`src/rtl/i2c_irq_vector.sv`:
```
`timescale 1ns/1ps
module i2c_irq_vector #(
  parameter int DW       = 16,
  parameter int AW       = 2,
  parameter int NSRC     = 7,
  parameter int RSF_BIT  = 11,
  parameter int BUSY_BIT = 12
) (
  input  logic          clk,
  input  logic          rst_n,
  input  logic          ev_arb_lost,
  input  logic          ev_nack,
  input  logic          ev_acc_rdy,
  input  logic          ev_rx_rdy,
  input  logic          ev_tx_rdy,
  input  logic          ev_stop,
  input  logic          ev_aas,
  input  logic          lvl_busy,
  input  logic          lvl_rsfull,
  input  logic          wr_en,
  input  logic          rd_en,
  input  logic [AW-1:0] addr,
  input  logic [DW-1:0] wdata,
  output logic [DW-1:0] rdata,
  output logic          irq
);
  localparam int CW = $clog2(NSRC + 1);
  localparam logic [AW-1:0] A_STAT = AW'(0);
  localparam logic [AW-1:0] A_MASK = AW'(1);
  localparam logic [AW-1:0] A_VEC  = AW'(2);

  logic [NSRC-1:0] flags, mask, ev, enab, lowest, w1c, vclr;
  logic [CW-1:0]   code;
  logic [DW-1:0]   stat_word;
  logic            unused_hi;

  assign ev     = {ev_aas, ev_stop, ev_tx_rdy, ev_rx_rdy, ev_acc_rdy, ev_nack, ev_arb_lost};
  assign enab   = flags & mask;
  assign lowest = enab & (~enab + {{(NSRC-1){1'b0}}, 1'b1});
  assign w1c    = (wr_en && addr == A_STAT) ? wdata[NSRC-1:0] : '0;
  assign vclr   = (rd_en && addr == A_VEC) ? lowest : '0;
  assign irq    = |enab;
  assign unused_hi = ^wdata[DW-1:NSRC];

  always_comb begin
    code = '0;
    for (int i = NSRC - 1; i >= 0; i--)
      if (enab[i]) code = CW'(i + 1);
  end

  always_comb begin
    stat_word = '0;
    stat_word[NSRC-1:0] = flags;
    stat_word[RSF_BIT]  = lvl_rsfull;
    stat_word[BUSY_BIT] = lvl_busy;
  end

  always_comb begin
    case (addr)
      A_STAT:  rdata = stat_word;
      A_MASK:  rdata = {{(DW-NSRC){1'b0}}, mask};
      A_VEC:   rdata = {{(DW-CW){1'b0}}, code};
      default: rdata = '0;
    endcase
  end

  always_ff @(posedge clk) begin
    if (!rst_n) begin
      flags <= '0;
      mask  <= '0;
    end else begin
      flags <= (flags & ~w1c & ~vclr) | ev;
      if (wr_en && addr == A_MASK) mask <= wdata[NSRC-1:0];
    end
  end
endmodule


```
`config.mk`:
```
export PLATFORM = sky130hd
export DESIGN_NAME = i2c_irq_vector
export DESIGN_NICKNAME = d
export VERILOG_FILES = /design/src/rtl/i2c_irq_vector.sv
export SDC_FILE = /design/constraint.sdc
export NUM_CORES = 1
export LEC_CHECK = 0
export BUFFER_PORTS_ARGS = -buffer_cell sky130_fd_sc_hd__buf_2
export CAP_MARGIN = 15
export CORE_MARGIN = 1
export CORE_UTILIZATION = 46
export CTS_BUF_LIST = sky130_fd_sc_hd__clkbuf_4 sky130_fd_sc_hd__clkbuf_8
export DETAILED_ROUTE_END_ITERATION = 8
export GPL_TIMING_DRIVEN = 0
export PLACE_DENSITY = 0.81
export SLEW_MARGIN = 30
export SYNTH_ARGS = -nofsm -noshare
export SYNTH_HDL_FRONTEND = slang
export SYNTH_SLANG_ARGS = --single-unit
```
`constraint.sdc`:
```
create_clock -name clk -period 1.7 [get_ports clk]
set_input_delay 0.085 -clock clk [delete_from_list [all_inputs] [get_ports clk]]
set_output_delay 0.085 -clock clk [all_outputs]
set_load 0.02 [all_outputs]
```
Word level (Yosys, flattened, before mapping)
Index checks and enable logic that the tools add are counted.
{"block": "totals", "out_inout_bits": 17, "wordCells": 28, "input_bits": 31, "regBits": 14}
{"block": "op_classes", "n_addsub": 1, "n_mux": 10, "n_reduce_logical": 5, "n_eq_ne": 2, "bitwise_logic": 8}
{"cell": "$pmux W13 S3", "n": 1}
{"cell": "$and A7 B7 Y7", "n": 4}
{"cell": "$mux W3", "n": 7}
{"cell": "$not A7 Y7", "n": 3}
{"cell": "$mux W7", "n": 2}
{"cell": "$add A7 B1 Y7 const B", "n": 1}
{"cell": "$or A7 B7 Y7", "n": 1}
{"cell": "$reduce_or A7 Y1", "n": 1}
{"cell": "$logic_and A1 B1 Y1", "n": 3}
{"cell": "$eq A2 B1 Y1 const B", "n": 1}
{"cell": "$eq A2 B2 Y1 const B", "n": 1}
{"cell": "$logic_not A2 Y1", "n": 1}

Depth between registers and ports, before layout
{"block": "logic_depth", "depth_word": 9, "ltp_mapped": 5, "ltp_nobuf": 4}

Worst setup path before layout
OpenSTA, ideal clock, no wires.
{"block": "synth_timing", "path_type": "register to output", "startpoint": "register mask[1]", "endpoint": "output port rdata[2]", "setup_slack_ns": 0.389, "path_stages_with_launch": 4, "arrival_time_ns": 1.226, "path_buffers": 0, "path_cell_list": "dfxtp_1 a22oi_1 nand3_1 o22ai_1"}
{"block": "synth_via", "elab_chain_cells": 4}
{"element": "start: declaration", "line": "32", "rtl": "logic [NSRC-1:0] flags, mask, ev, enab, lowest, w1c, vclr;"}
{"element": "start signal: assignment", "line": "73", "rtl": "if (wr_en && addr == A_MASK) mask <= wdata[NSRC-1:0];"}
{"element": "$and A7 B7 Y7", "line": "38", "rtl": "assign enab = flags & mask;"}
{"element": "$mux W3 (2 in series)", "line": "48", "rtl": "if (enab[i]) code = CW'(i + 1);"}
{"element": "$pmux W13 S3", "line": "59", "rtl": "case (addr)"}
{"element": "end: declaration", "line": "24", "rtl": "output logic [DW-1:0] rdata,"}
No other way between the ends.

Worst setup path after layout
{"block": "layout_timing", "startpoint": "register mask[3]", "endpoint": "output port rdata[2]"}
{"block": "layout_via", "elab_chain_cells": 6}
{"element": "$and A7 B7 Y7", "line": "38"}
{"element": "$mux W3 (4 in series)", "line": "48"}
{"element": "$pmux W13 S3", "line": "59"}
No other way between the ends.

==> tab_implementation.tex <==
\begin{tabular}{lr}
\hline
Metric & Value \\
\hline
\multicolumn{2}{l}{\textbf{Worst hold path}} \\
Worst hold start & ev\_nack \\
Endpoint of the worst hold path & flags[1] \\
Hold path depth & 2 \\
Hold crit path type & primary input to flip-flop \\
\multicolumn{2}{l}{\textbf{Yosys}} \\
Register bit count reported by yosys & 14 \\
Post-synthesis mux area share & between 15 and 20\% \\
Adder-cell share of the synthesized area & 0\% \\
Post-synth top cells & dfxtp\_1 (14), mux2i\_1 (14), nand2\_1 (14) \\
XOR/XNOR share of the synthesized area & 0\% \\
Share of the synthesized area in the top cell type & between 30\% and 40\% \\
Proportion of synthesized flip-flops having asynchronous set or reset & 0\% \\
Number of warning messages in the yosys log & 0 \\
Combinational family with the most area after synthesis & simple AND/OR/NAND/NOR gates \\
Instance count of the mapped netlist & $\sim$110 \\
Compound-gate portion of the synthesized area & around a fifth \\
Post-Syn Area & a little over 900 um\^{}2 \\
Simple-gate share of the synthesized area & between 20 and 30\% \\
Most area-consuming cells after synthesis & dfxtp\_1 (30\%), mux2i\_1 (15\%), buf\_4 (5.7\%) \\
Number of distinct standard cells referenced by the synthesized netlist & 32 \\
Post-synth EDFFs & 0 \\
Dominant cell type by area after synthesis & dfxtp\_1 \\
Avg Synthesized Cell Area & $\sim$8.4 um\^{}2 \\
Ys flop type & dfxtp\_1 \\
Part of the Yosys area used for sequential elements & 30.15\% \\
\multicolumn{2}{l}{\textbf{Final layout}} \\
Diode insertion count for antenna repair & 0 \\
Filler cells & 182 \\
Net count, final & between 150 and 200 \\
Share of cells above drive strength 1 & about a third \\
Signed area change from the synthesized netlist to the final layout & 25.98\% \\
Final Non-Filler Cells & 176 \\
\multicolumn{2}{l}{\textbf{Clock tree}} \\
Hold buffer count at CTS & 0 \\
Buffer levels on the longest clock path & 2 \\
Number of clock sinks & 14 \\
Cts bufs inserted & 3 \\
CTS tree & yes \\
Worst-skew pair later-pin latency & approximately 0.28 ns \\
Number of H-tree levels & 1 \\
CTS root buffer & clkbuf\_4 \\
Clock-pin slew of the registers on the worst-case setup and hold paths & about 0.090 ns \\
\multicolumn{2}{l}{\textbf{Detailed routing}} \\
Total length of routed wires & 2210 um \\
Vias & between 900 and 1k \\
DRC errors left & 0 \\
Iteration-0 DRC count of the detailed router & 45 \\
Routed WL per cell & 12.56 um \\
First-pass DRT Iterations & 4 \\
Antenna violation net count after detailed routing & 0 \\
Post-DR vias/cell & $\sim$5.2 \\
\multicolumn{2}{l}{\textbf{STA}} \\
Worst clock skew on the final layout & 0.005661 ns \\
Slew Limit Fails & 0 \\
Clock period minus worst slack & roughly 1.6 ns \\
Final-report setup violation count & 0 \\
Final sum of negative setup slack & 0 ns \\
Post-route clock period utilization & between 90\% and 100\% \\
Final hold vios & 0 \\
Unrepaired setup endpoints after global routing & no \\
Achievable Freq & $\sim$620 MHz \\
Post-layout worst setup margin & slightly below 0.1 ns \\
\multicolumn{2}{l}{\textbf{Power}} \\
Static leakage power & 0.6055 nW \\
Overall power consumption & 750.7 uW \\
Worst supply voltage drop on vdd & 0.4059 mV \\
Power per cell area & approximately 640 mW/mm\^{}2 \\
\multicolumn{2}{l}{\textbf{Worst setup path}} \\
Setup CP Type & flip-flop to output port \\
Worst r2r dst & flags[6] \\
Worst endpoint required time & 1.62 ns \\
Combined buffer and inverter count along the critical path & 1 \\
Maximum fanout along the worst path & 6 \\
Kind of end point of the critical path & output port \\
Launching element type of the critical path & flip-flop \\
Slowest cell on the critical path & dfxtp\_1 \\
CP delay by family, top & compound AO/OA/AOI/OAI gates \\
Startpoint of the lowest-slack register-to-register path & mask[1] \\
Data arrival, critical path & between 1.5 and 2 ns \\
Highest cell delay on the worst timing path & 0.37 ns \\
Worst Reg-to-Reg Cells & 4 \\
Worst reg-to-reg setup slack & between 0.3 and 0.4 ns \\
Ordered cell list for the critical path & a22oi\_1, nand2\_1, a21oi\_1, o22ai\_1, buf\_2 \\
\multicolumn{2}{l}{\textbf{Floorplan}} \\
Horizontal die dimension & around 47 um \\
Row Count & 15 \\
Effective utilization at floorplan & between 50 and 60\% \\
Die Footprint & 0.002205 mm\^{}2 \\
Placeable core region & 0.001802 mm\^{}2 \\
Number of top-level pins & 48 \\
Die outline height & between 40 and 50 um \\
\multicolumn{2}{l}{\textbf{Global routing}} \\
Initial antenna violation count & 0 \\
Overflow left after global routing & 0 \\
Number of global-route vias before repair & around 770 \\
Largest net degree at the start of global routing & 11 \\
Total Routing Usage GR & a little over a fifth \\
First-pass GRT wire length & between 3000 and 4000 um \\
\multicolumn{2}{l}{\textbf{Placement}} \\
Gpl congestion & roughly 0.8 \\
Cells after DPL & approximately 170 \\
Number of port buffers & 29 \\
Half-perimeter wire length after detailed placement & 1633 um \\
Pre-CTS worst setup slack & approximately 0.24 ns \\
\multicolumn{2}{l}{\textbf{Job}} \\
Max-cap check violation count & 0 \\
\multicolumn{2}{l}{\textbf{Status}} \\
Status & finished clean \\
\hline
\end{tabular}
-- power by group --
group	internal, mW	total [mW]	switching, mW
clock network	0.0823	0.194	0.112
registers	0.347	0.368	0.0213
logic	0.0900	0.188	0.0984
-- through the flow --
step | utilization [%] | cell area [um^2] | hold WS (ns)
CTS | 64.17 | 1156 | 0.003818
floorplan | - | 952.2 | 0.2091
finish | 65.00 | 1171 | 0.003883
detailed placement | 62.64 | 1129 | 0.3005
global placement | 62.64 | 1129 | 0.2927
global route | 65.00 | 1171 | 0.009291
-- worst max-delay path by stage --
stage / startpoint / to / slack (ns) / depth (start not counted)
floorplan: mask[1] / rdata[2] / 0.39 / 3
global placement: mask[1] / rdata[1] / 0.25 / 4
detailed placement: mask[1] / rdata[2] / 0.24 / 4
CTS: flags[1] / rdata[2] / 0.09 / 4
global route: mask[3] / rdata[2] / 0.02 / 5
finish: mask[3] / rdata[2] / 0.1 / 5
-- state kept, by name (all words and copies together), names as in the netlist --
register,cells
flags,7
mask,7
-- repair_timing --
item | in CTS | in global routing
buffers inserted | 0 | 2
pin swaps | 0 | 1
resized for setup | 1 | 0
endpoints found under the setup margin | 2 | 1
-- worst reg2reg max path, delay by kind of cell (launching register included) --
family,cells,cell delay (ns)
buffers and inverters,1,0.18
AND/OR/NAND/NOR,1,0.04
AO/OA/AOI/OAI,2,0.61
flip-flops,1,0.38
-- layout by cell type (no fill, tap or decap) --
cell,instances
buf_8,1
a221oi_1,2
and2_1,3
mux2i_1,14
o21a_1,2
dfxtp_1,14
clkbuf_4,3
nor2b_4,1
buf_6,1
o41a_1,1
a21boi_0,2
nand4b_1,1
o21ai_0,2
buf_2,30
o221a_2,1
a22oi_1,1
and3_4,1
nand3b_1,1
nand2_1,14
conb_1,7
a31oi_1,2
buf_4,9
nand3_1,6
clkbuf_1,1
nand4_1,1
a22o_1,2
inv_1,3
nor2b_1,8
a22oi_2,1
a21oi_1,6
nand2_2,1
o22ai_1,3
and2_4,1
nor2_1,5
-- per-layer routing --
metal	track usage (%)	routed length, um	vias up
li1	-	-	463
met1	29.27	1032	411
met2	34.17	1018	32
met4	8.571	25	0
met3	2.308	133	5
met5	0	0	-
-- logic make-up after synthesis --
| group | after synthesis |
|---|---|
| other | 1 |
| and+or+nand+nor | 43 |
| AOI/OAI and AO/OA | 25 |
| DFF | 14 |
| muxes | 14 |
| buffers and inverters | 14 |
-- final cells by class --
| type | count | area [um^2] | area share (%) |
|---|---|---|---|
| Sequential cell | 14 | 280.3 | 23.93 |
| Multi-Input combinational cell | 89 | 578.1 | 49.36 |
| Clock buffer | 3 | 22.52 | 1.923 |
| Tap cell | 25 | 31.28 | 2.671 |
| Inverter | 3 | 11.26 | 0.9615 |
| Timing Repair Buffer | 31 | 160.2 | 13.68 |
| Buffer | 11 | 87.58 | 7.479 |
(Power assumes the default switching activity.)
